$ cat src/rtl/sdac_pkg.sv
package sdac_pkg;
  typedef enum logic [2:0] {
    ST_IDLE  = 3'd0,
    ST_SETUP = 3'd1,
    ST_HIGH  = 3'd2,
    ST_LOW   = 3'd3,
    ST_GAP   = 3'd4
  } wr_state_t;
endpackage

$ cat src/rtl/sdac_frame_builder.sv
module sdac_frame_builder #(
  parameter int CODE_W = 16,
  parameter int MODE_W = 2,
  parameter int PAD_W  = 6,
  localparam int FRAME_W = PAD_W + MODE_W + CODE_W
) (
  input  logic [CODE_W-1:0]  code,
  input  logic [MODE_W-1:0]  mode,
  output logic [FRAME_W-1:0] frame
);
  // pad bits at the top, mode next, code at the bottom
  genvar gi;
  generate
    for (gi = 0; gi < PAD_W; gi++) begin : g_pad
      assign frame[FRAME_W-1-gi] = 1'b0;
    end
  endgenerate
  assign frame[MODE_W+CODE_W-1:CODE_W] = mode;
  assign frame[CODE_W-1:0]             = code;
endmodule

$ cat src/rtl/sdac_bit_shifter.sv
module sdac_bit_shifter #(
  parameter int W = 24
) (
  input  logic         clk,
  input  logic         rst_n,
  input  logic         load,
  input  logic         shift,
  input  logic [W-1:0] din,
  output logic         msb
);
  logic [W-1:0] sh_q, sh_d;

  always_comb begin
    sh_d = sh_q;
    if (load)       sh_d = din;
    else if (shift) sh_d = {sh_q[W-2:0], 1'b0};
  end

  always_ff @(posedge clk or negedge rst_n) begin
    if (!rst_n)              sh_q <= '0;
    else if (load || shift)  sh_q <= sh_d;
  end

  assign msb = sh_q[W-1];

  p_no_load_shift_r2: assert property (@(posedge clk) disable iff (!rst_n)
    !(load && shift));
endmodule

$ cat src/rtl/sdac_phase_timer.sv
module sdac_phase_timer #(
  parameter int TW = 4
) (
  input  logic          clk,
  input  logic          rst_n,
  input  logic          load,
  input  logic [TW-1:0] len,
  output logic          expired
);
  logic [TW-1:0] cnt_q, cnt_d;

  always_comb begin
    cnt_d = cnt_q;
    if (load)               cnt_d = len - TW'(1);
    else if (cnt_q != '0)   cnt_d = cnt_q - TW'(1);
  end

  always_ff @(posedge clk or negedge rst_n) begin
    if (!rst_n) cnt_q <= '0;
    else        cnt_q <= cnt_d;
  end

  assign expired = (cnt_q == '0);

  p_len_nonzero_r4: assert property (@(posedge clk) disable iff (!rst_n)
    load |-> (len != '0));
endmodule

$ cat src/rtl/sdac_frame_writer.sv
module sdac_frame_writer #(
  parameter int CODE_W   = 16,
  parameter int MODE_W   = 2,
  parameter int PAD_W    = 6,
  parameter int BYTE_W   = 8,
  parameter int HALF_DIV = 4,
  parameter int BYTE_GAP = 4,
  parameter int GAP_CYC  = 7
) (
  input  logic              clk,
  input  logic              rst_n,
  input  logic              req,
  input  logic [CODE_W-1:0] code,
  input  logic [MODE_W-1:0] mode,
  input  logic              abort,
  output logic              busy,
  output logic              done,
  output logic              cs_n,
  output logic              sclk,
  output logic              sdo
);
  import sdac_pkg::*;

  localparam int FRAME_W = PAD_W + MODE_W + CODE_W;
  localparam int BC_W    = $clog2(FRAME_W + 1);
  localparam int LEN_A   = HALF_DIV + BYTE_GAP;
  localparam int LEN_MAX = (LEN_A > GAP_CYC) ? LEN_A : GAP_CYC;
  localparam int TW      = $clog2(LEN_MAX + 1);

  localparam logic [TW-1:0] HALF_LEN  = TW'(HALF_DIV);
  localparam logic [TW-1:0] PAUSE_LEN = TW'(LEN_A);
  localparam logic [TW-1:0] GAP_LEN   = TW'(GAP_CYC);

  wr_state_t       state_q, state_d;
  logic            cs_n_q, cs_n_d;
  logic            sclk_q, sclk_d;
  logic            sdo_q, sdo_d;
  logic            done_q, done_d;
  logic            abt_q, abt_d;
  logic [BC_W-1:0] bit_q, bit_d;

  logic               t_load, t_exp;
  logic [TW-1:0]      t_len;
  logic               sh_load, sh_shift, sh_msb;
  logic [FRAME_W-1:0] frame;
  logic               last_bit, byte_edge;

  sdac_frame_builder #(
    .CODE_W(CODE_W), .MODE_W(MODE_W), .PAD_W(PAD_W)
  ) u_build (
    .code (code),
    .mode (mode),
    .frame(frame)
  );

  sdac_bit_shifter #(.W(FRAME_W)) u_shift (
    .clk  (clk),
    .rst_n(rst_n),
    .load (sh_load),
    .shift(sh_shift),
    .din  (frame),
    .msb  (sh_msb)
  );

  sdac_phase_timer #(.TW(TW)) u_timer (
    .clk    (clk),
    .rst_n  (rst_n),
    .load   (t_load),
    .len    (t_len),
    .expired(t_exp)
  );

  assign last_bit  = (bit_q == BC_W'(FRAME_W));
  assign byte_edge = ((32'(bit_q) % BYTE_W) == 0) && !last_bit;

  always_comb begin
    state_d  = state_q;
    cs_n_d   = cs_n_q;
    sclk_d   = sclk_q;
    sdo_d    = sdo_q;
    done_d   = 1'b0;
    abt_d    = abt_q;
    bit_d    = bit_q;
    t_load   = 1'b0;
    t_len    = HALF_LEN;
    sh_load  = 1'b0;
    sh_shift = 1'b0;
    unique case (state_q)
      ST_IDLE: begin
        if (req) begin
          state_d = ST_SETUP;
          cs_n_d  = 1'b0;
          sh_load = 1'b1;
          t_load  = 1'b1;
          bit_d   = '0;
          abt_d   = 1'b0;
        end
      end
      ST_SETUP, ST_LOW: begin
        if (abort) begin
          state_d = ST_GAP;
          cs_n_d  = 1'b1;
          sclk_d  = 1'b0;
          sdo_d   = 1'b0;
          abt_d   = 1'b1;
          t_load  = 1'b1;
          t_len   = GAP_LEN;
        end else if (t_exp) begin
          if (state_q == ST_LOW && last_bit) begin
            state_d = ST_GAP;
            cs_n_d  = 1'b1;
            sdo_d   = 1'b0;
            t_load  = 1'b1;
            t_len   = GAP_LEN;
          end else begin
            state_d  = ST_HIGH;
            sclk_d   = 1'b1;
            sdo_d    = sh_msb;
            sh_shift = 1'b1;
            bit_d    = bit_q + BC_W'(1);
            t_load   = 1'b1;
          end
        end
      end
      ST_HIGH: begin
        if (abort) begin
          state_d = ST_GAP;
          cs_n_d  = 1'b1;
          sclk_d  = 1'b0;
          sdo_d   = 1'b0;
          abt_d   = 1'b1;
          t_load  = 1'b1;
          t_len   = GAP_LEN;
        end else if (t_exp) begin
          state_d = ST_LOW;
          sclk_d  = 1'b0;
          t_load  = 1'b1;
          t_len   = byte_edge ? PAUSE_LEN : HALF_LEN;
        end
      end
      ST_GAP: begin
        if (t_exp) begin
          state_d = ST_IDLE;
          done_d  = !abt_q;
        end
      end
      default: state_d = ST_IDLE;
    endcase
  end

  always_ff @(posedge clk or negedge rst_n) begin
    if (!rst_n) begin
      state_q <= ST_IDLE;
      cs_n_q  <= 1'b1;
      sclk_q  <= 1'b0;
      sdo_q   <= 1'b0;
      done_q  <= 1'b0;
      abt_q   <= 1'b0;
      bit_q   <= '0;
    end else begin
      state_q <= state_d;
      cs_n_q  <= cs_n_d;
      sclk_q  <= sclk_d;
      sdo_q   <= sdo_d;
      done_q  <= done_d;
      abt_q   <= abt_d;
      bit_q   <= bit_d;
    end
  end

  assign busy = (state_q != ST_IDLE);
  assign done = done_q;
  assign cs_n = cs_n_q;
  assign sclk = sclk_q;
  assign sdo  = sdo_q;

  // checker state: select-high run, serial high run, falling edges per word
  logic [TW-1:0]   gap_q, hi_q;
  logic [BC_W-1:0] fall_q;
  logic            sclk_p_q, cs_p_q;

  always_ff @(posedge clk or negedge rst_n) begin
    if (!rst_n) begin
      gap_q    <= GAP_LEN;
      hi_q     <= '0;
      fall_q   <= '0;
      sclk_p_q <= 1'b0;
      cs_p_q   <= 1'b1;
    end else begin
      sclk_p_q <= sclk_q;
      cs_p_q   <= cs_n_q;
      if (!cs_n_q)              gap_q <= '0;
      else if (gap_q != GAP_LEN) gap_q <= gap_q + TW'(1);
      if (sclk_q) hi_q <= hi_q + TW'(1);
      else        hi_q <= '0;
      if (cs_p_q && !cs_n_q)         fall_q <= '0;
      else if (sclk_p_q && !sclk_q)  fall_q <= fall_q + BC_W'(1);
    end
  end

  p_bits_r2: assert property (@(posedge clk) disable iff (!rst_n)
    done_q |-> (fall_q == BC_W'(FRAME_W)));
  p_sdo_hold_r3: assert property (@(posedge clk) disable iff (!rst_n)
    (sclk_q && $past(sclk_q)) |-> $stable(sdo_q));
  p_hi_width_r4: assert property (@(posedge clk) disable iff (!rst_n)
    ($fell(sclk_q) && !$rose(cs_n_q)) |-> (hi_q == HALF_LEN));
  p_sclk_in_frame_r6: assert property (@(posedge clk) disable iff (!rst_n)
    sclk_q |-> !cs_n_q);
  p_gap_min_r7: assert property (@(posedge clk) disable iff (!rst_n)
    $fell(cs_n_q) |-> (gap_q == GAP_LEN));
  p_done_gap_r7: assert property (@(posedge clk) disable iff (!rst_n)
    done_q |-> (cs_n_q && gap_q == GAP_LEN && !busy));
  p_done_pulse_r7: assert property (@(posedge clk) disable iff (!rst_n)
    done_q |=> !done_q);
  p_start_idle_r8: assert property (@(posedge clk) disable iff (!rst_n)
    $fell(cs_n_q) |-> $past(req && !busy));
  p_abort_r9: assert property (@(posedge clk) disable iff (!rst_n)
    (abort && !cs_n_q) |=> (cs_n_q && !sclk_q));
  p_req_start_r10: assert property (@(posedge clk) disable iff (!rst_n)
    (req && !busy) |=> (!cs_n_q && busy));
endmodule

$ cat config.mk
export PLATFORM = sky130hd
export DESIGN_NAME = sdac_frame_writer
export DESIGN_NICKNAME = d
export VERILOG_FILES = /design/src/rtl/sdac_pkg.sv /design/src/rtl/sdac_frame_builder.sv /design/src/rtl/sdac_bit_shifter.sv /design/src/rtl/sdac_phase_timer.sv /design/src/rtl/sdac_frame_writer.sv
export SDC_FILE = /design/constraint.sdc
export NUM_CORES = 1
export LEC_CHECK = 0
export CELL_PAD_IN_SITES_DETAIL_PLACEMENT = 2
export CELL_PAD_IN_SITES_GLOBAL_PLACEMENT = 2
export CORE_ASPECT_RATIO = 1.2
export CORE_UTILIZATION = 42
export CTS_BUF_LIST = sky130_fd_sc_hd__clkbuf_8
export DETAILED_ROUTE_END_ITERATION = 7
export DONT_BUFFER_PORTS = 1
export PLACE_DENSITY_LB_ADDON = 0.1
export SYNTH_ARGS = -nofsm -noshare
export SYNTH_HDL_FRONTEND = slang
export SYNTH_HIERARCHICAL = 1
export SYNTH_SLANG_ARGS = --single-unit
$ cat constraint.sdc
create_clock -name clk -period 2.8 [get_ports clk]
set_clock_uncertainty 0.05 [all_clocks]
set_input_delay 0.56 -clock clk [delete_from_list [all_inputs] [get_ports clk]]
set_output_delay 0.56 -clock clk [all_outputs]
set_load 0.01 [all_outputs]
==> impl_metrics.tcl, run 1 <==
set metrics [dict create \
    gr-usage-met3_pct 4.11 \
    internal_power_mw 1.35 \
    power_density_nw_per_um2 952 \
    drtAntennaViolNets 0 \
    synth_ff_type "dfrtp_1" \
    antenna_found_initial 0 \
    r2r_slack_ns 0.26 \
    endpoint_kind "register" \
    combinationalPowerShare_pct 36.2 \
    synth.top_cell.area_share_pct 42.6 \
    slew_headroom_pct 66.2 \
    stdcell_count 277 \
    finalHoldViolCount 0 \
    start_util_pct 44.0 \
    totalWireLength_um 4670 \
    synthTopCellsByArea "dfrtp_1 43%, mux2i_1 11%, buf_4 8.3%, nand2_1 5.8%, o21ai_1 4.1%" \
    worst_slack_ns 0.260 \
    start_kind "register" \
    num_rows 29 \
    ys_types 46 \
    clk_latency_ns 0.29 \
    synth_edf_count 0 \
    maxCapViolCount 0 \
    seq_area_frac_synth_pct 43.8 \
    dp_hpwl_um 3400 \
    dp.cells 268 \
    layout.nets 239 \
    cts_made_buffers 5 \
    cp.arrival_ns 2.67 \
    die_w_um 70.2 \
    ys_async_sr_fraction_pct 100 \
    finish.instance_area_um2 2300 \
    io_pins 27 \
    hp-class "input pin to asynchronous set/reset pin" \
    synth_largest_area_cell "dfrtp_1" \
    finalMaxSlewViolations 0 \
    netSwitchingFraction_pct 38.4 \
    syn_area_um2 2350 \
    status "finished clean" \
    gp_congestion 0.867 \
    pwr-share-seq_pct 47.2 \
    syn_inst 234 \
    via_per_inst 5.44 \
    cts.clk_slew.worst_paths_ns 0.08 \
    worst-setup-path-type "register to register" \
    grt-ovfl-total 0 \
    post_cts_buffers 0 \
    antenna_cells 0 \
    cpPeakStageDelay_ns 0.43 \
    rr_endpoint "u_timer/cnt_q[2]" \
    routedWlPerCell_um 16.9 \
    power.net_switching_uw 839 \
    busiest_layer "met2" \
    worst_ep_required_time_ns 2.93 \
    grt_pass1_wl_um 8360 \
    route.detailed.drc 0 \
    fin_crit_ns 2.54 \
    tritoncts "built" \
    met2_usage_pct 31.6 \
    track_usage_pct 18.1 \
    port_buffers 0 \
    cpMaxStageDelayCell "or3_4" \
    tightest_slew_ns 0.508 \
    yosys_register_bits 41 \
    max_freq_mhz 394 \
    worstPathMaxFanout 11 \
    placed_area_um2 2190 \
    cp_common_cell "nor2_1" \
    dieArea_um2 5890 \
    synth_warnings 6 \
    drtIter0Drc 49 \
    yosysMostFrequentCell "dfrtp_1" \
    use_met1_pct 21.6 \
    ir_worst_vdd_mv 0.333 \
    first_pass_iters 4 \
    die_h_um 83.9 \
    cts_htree_levels 2 \
    period_share_pct 90.7 \
    setup_viol 0 \
    cts-root-buf "clkbuf_8" \
    clock_power_share_pct 16.6 \
    clock-sinks 41 \
    rsz0062_at_grt "false" \
    avgSynthCellArea_um2 10.0 \
    r2r_start "u_timer/cnt_q[2]" \
    clockBufferDepth 2 \
    core_um2 5330 \
    vias 1507 \
    grt_max_degree 41 \
    grt_pass1_vias 1734 \
    r2r_cells 10 \
    tns_ns 0 \
    worstPathCellList "or3_4 -> nor2_4 -> nor2_1 -> nor2_1 -> a21oi_1 -> nor2_2 -> mux2i_1 -> ha_1 -> xnor2_1 -> o31ai_1" \
    drive_above_1_share_pct 11.2 \
    pre_cts_ws_ns 0.160 \
    area_growth_pct -2.13 \
    synth_common_cells "40 x dfrtp_1, 36 x nand2_1, 26 x buf_4, 26 x mux2i_1, 19 x o21ai_1" \
    leakagePower_nw 0.930 \
]
==> power groups by stage <==
stage	Clock (mW)	Sequential, mW	Combinational, mW
after floorplan	0	0.953	0.722
after global placement	0	1.03	0.736
after detailed placement	0	1.05	0.788
after CTS	0.377	1.04	0.807
after global routing	0.408	1.07	0.913
final	0.362	1.03	0.792
==> metal layers <==
layer / vias up / wire length (µm)
met1: 741 / 1980
met2: 30 / 2450
li1: 728 / -
met5: - / 0
met4: 0 / 78
met3: 8 / 161
==> worst max-delay path by stage <==
stage,from,end,slack [ns],cells past startpoint
6_report,u_timer/cnt_q[2],u_timer/cnt_q[2],0.26,10
2_1_floorplan,u_timer/cnt_q[2],u_timer/cnt_q[2],0.47,13
3_5_place_dp,u_timer/cnt_q[2],u_timer/cnt_q[2],0.16,10
3_3_place_gp,u_timer/cnt_q[2],u_timer/cnt_q[2],0.43,11
4_1_cts,u_timer/cnt_q[2],u_timer/cnt_q[2],0.14,10
5_1_grt,u_timer/cnt_q[2],u_timer/cnt_q[3],0.02,8
==> cells in the final DEF, fill, tap and decap left out, types with 2 or more instances in the layout <==
cell type  count
o31ai_1        3
dfrtp_1       40
o21ai_0        8
nor2_1         8
mux2i_1       26
nand2b_1       4
xnor2_1        2
nand2_1       36
nand4_1        2
ha_1           3
nor2_4         2
buf_4          3
clkbuf_8       5
o21ai_1       19
inv_1          9
nor2b_1        3
buf_12         2
conb_1         6
a21oi_1        6
xor2_1         3
==> logic make-up (layout without fill, tap and decap cells) <==
group,count (synthesis),count (layout),share of synthesized area (%)
compound gates,46,46,11.8
xor+xnor,5,5,1.87
fa+ha+maj,3,3,1.60
buf+inv,43,19,13.4
flops,41,41,43.8
mux,27,27,11.6
other cells,1,6,0.160
simple gates,68,68,15.8
==> worst max-delay path: cells and delay by family, from the launching register on <==
family / cells / cell delay, ns
and+or+nand+nor: 5 / 1.08
adders and majority gates: 1 / 0.24
DFF: 1 / 0.40
xor gates and xnor gates: 1 / 0.08
muxes: 1 / 0.28
AOI/OAI and AO/OA: 2 / 0.30
==> state kept, by name, summed over array words and instances, names as in the netlist <==
signal / count
abt_q: 1
bit_q: 5
cs_n: 1
done: 1
sclk: 1
sdo: 1
state_q: 3
u_shift/sh_q: 24
u_timer/cnt_q: 4
==> area by class of cell <==
class | count | area, µm²
Fill cell | 573 | 3040
Sequential cell | 41 | 1030
Multi-Input combinational cell | 155 | 1030
Tap cell | 62 | 77.6
Clock buffer | 5 | 68.8
Timing Repair Buffer | 5 | 62.6
Inverter | 6 | 22.5
Clock inverter | 3 | 11.3
==> per-stage QoR <==
stage / util (%) / power (mW) / hold slack (ns)
finish: 43.1 / 2.19 / 0.0475
global route: 43.1 / 2.39 / 0.0349
CTS: 43.0 / 2.22 / 0.0485
detailed placement: 41.1 / 1.84 / 0.215
global placement: 41.1 / 1.77 / 0.216
floorplan: - / 1.67 / 0.214
==> timing repair <==
item,4_1_cts,5_1_grt
hold endpoints to repair,40,0
hold buffers,1,0
setup endpoints to repair,0,1
resized for setup,0,1
Note: power is estimated with default switching activity, not from simulation.
==> inputs of run 2 (changes only) <==
CORE_MARGIN = 2   (was not set)
==> run 2 against run 1 <==
Compared with the run above:
- register-to-register slack gained 0.04 ns
- global-route usage fell by 0.17 points
- power is 2.9% higher
- largest cell class unchanged
- flip-flop and latch count unchanged
- sequential power is essentially flat
- via count is 1.3% higher
- highest routed layer unchanged
- sequential share of layout area shrank 0.62 points
- fmax grew 1.7%
- non-clock buffer count increased by 3
- core utilization up 0.61 points
- cell count up 1.1%
- critical path type unchanged
==> impl_metrics.tcl, run 2 (same netlist as run 1, synthesis figures left out) <==
set metrics [dict create \
    status "finished clean" \
    cts_htree_levels 2 \
    antenna_found_initial 0 \
    worstPathCellList "or3_4 -> nor2_4 -> nor2_1 -> nor2_1 -> a21oi_1 -> nor2_2 -> mux2i_1 -> ha_1 -> xnor2_1 -> o31ai_1" \
    die_h_um 85.9 \
    routedWlPerCell_um 17.5 \
    core_um2 5330 \
    gp_congestion 0.873 \
    final_cell_mix "40 x dfrtp_1, 36 x nand2_1, 26 x mux2i_1, 19 x o21ai_1" \
    dp_hpwl_um 3480 \
    totalWireLength_um 4890 \
    worst-setup-path-type "register to register" \
    grt_max_degree 41 \
    rsz0062_at_grt "false" \
    rr_endpoint "u_timer/cnt_q[2]" \
    antenna_cells 0 \
    crit_path_start "u_timer/cnt_q[2]" \
    top_register "u_shift/sh_q" \
    layout.nets 242 \
    tritoncts "built" \
    r2r_cells 10 \
    clock-sinks 41 \
    dieArea_um2 6210 \
    via_per_inst 5.45 \
    largest_reg_flops 24 \
    r2r_slack_ns 0.30 \
    drtIter0Drc 44 \
    cts-root-buf "clkbuf_8" \
    worstPathMaxFanout 6 \
    drive_above_1_share_pct 12.8 \
    cp.arrival_ns 2.64 \
    grt_pass1_vias 1703 \
    setup_viol 0 \
    drtAntennaViolNets 0 \
    tightest_slew_ns 0.511 \
    start_util_pct 44.0 \
    area_growth_pct -0.746 \
    die_w_um 72.2 \
    cp_common_cell "nor2_1" \
    cpMaxStageDelayCell "or3_4" \
    cts.clk_slew.worst_paths_ns 0.08 \
    layout_commonest_cell "dfrtp_1" \
    top_regs "u_shift/sh_q x24, bit_q x5, u_timer/cnt_q x4" \
    cts_made_buffers 5 \
    hp-class "input pin to asynchronous set/reset pin" \
    cpPeakStageDelay_ns 0.44 \
    num_rows 29 \
    tns_ns 0 \
    vias 1527 \
    clk_latency_ns 0.29 \
    holdWs_ns 0.0424 \
    finalHoldViolCount 0 \
    worst_ep_required_time_ns 2.94 \
    start_kind "register" \
    first_pass_iters 2 \
    slew_headroom_pct 65.9 \
    track_usage_pct 17.9 \
    fin_crit_ns 2.50 \
    max_freq_mhz 400 \
    route.detailed.drc 0 \
    r2r_start "u_timer/cnt_q[2]" \
    leakagePower_nw 0.946 \
    port_buffers 0 \
    maxCapViolCount 0 \
    ir_worst_vdd_mv 0.433 \
    finalMaxSlewViolations 0 \
    grt_pass1_wl_um 8560 \
    grt-ovfl-total 0 \
    endpoint_kind "register" \
    period_share_pct 89.2 \
    io_pins 27 \
    clockBufferDepth 2 \
    power_density_nw_per_um2 966 \
]
run 2: changes by cell type in the layout (fill, tap and decap cells not counted):
cell	previous run	this run
clkbuf_8	5	6
inv_1	9	8
buf_4	3	6
run 2: metrics by stage:
stage | util [%] | power, mW | setup WS [ns] | cell area, µm² | instances
floorplan | - | 1.67 | 0.470 | 2370 | 239
global placement | 41.1 | 1.76 | 0.400 | 2190 | 268
detailed placement | 41.1 | 1.85 | 0.0993 | 2190 | 268
CTS | 43.2 | 2.26 | 0.0825 | 2300 | 277
global route | 43.7 | 2.47 | 0.0543 | 2330 | 280
finish | 43.7 | 2.25 | 0.302 | 2330 | 280
run 2: timing repair:
action,CTS,global route
endpoints found under the setup margin,0,1
resized for setup,0,1
endpoints found under the hold margin,40,0
buffers inserted,0,3
hold buffers,1,0
run 2: area by class of cell:
class | instances | area [µm²]
clock buffers | 6 | 82.6
clock inverters | 2 | 7.51
well taps | 62 | 77.6
flip-flops and latches | 41 | 1030
repair buffers | 8 | 85.1
fillers | 566 | 3000
inverters | 6 | 22.5
multi-input cells | 155 | 1030
run 2: where the power goes:
group	internal [mW]	switching (mW)	total [mW]
combinational	0.368	0.462	0.830
clock	0.194	0.193	0.387
sequential	0.837	0.196	1.03
run 2: per-layer routing:
metal,up-vias,global-route usage (%),wire length (µm)
met2,27,31.1,2630
li1,731,-,-
met3,5,4.11,178
met5,-,0,0
met4,0,5.15,48
met1,764,22.0,2020
run 2: worst max-delay path by stage:
stage | depth (start not counted) | slack, ns | end
after global routing | 11 | 0.05 | u_timer/cnt_q[2]
after detailed placement | 10 | 0.1 | u_timer/cnt_q[2]
final | 10 | 0.30 | u_timer/cnt_q[2]
after global placement | 11 | 0.40 | u_timer/cnt_q[2]
after CTS | 10 | 0.08 | u_timer/cnt_q[2]
after floorplan | 13 | 0.47 | u_timer/cnt_q[2]
run 2: critical path: cells and delay by family, from the launching register on:
family | cells | cell delay [ns]
AOI/OAI and AO/OA | 2 | 0.30
xor gates and xnor gates | 1 | 0.08
adders and majority gates | 1 | 0.25
DFF | 1 | 0.41
muxes | 1 | 0.29
and+or+nand+nor | 5 | 1.02
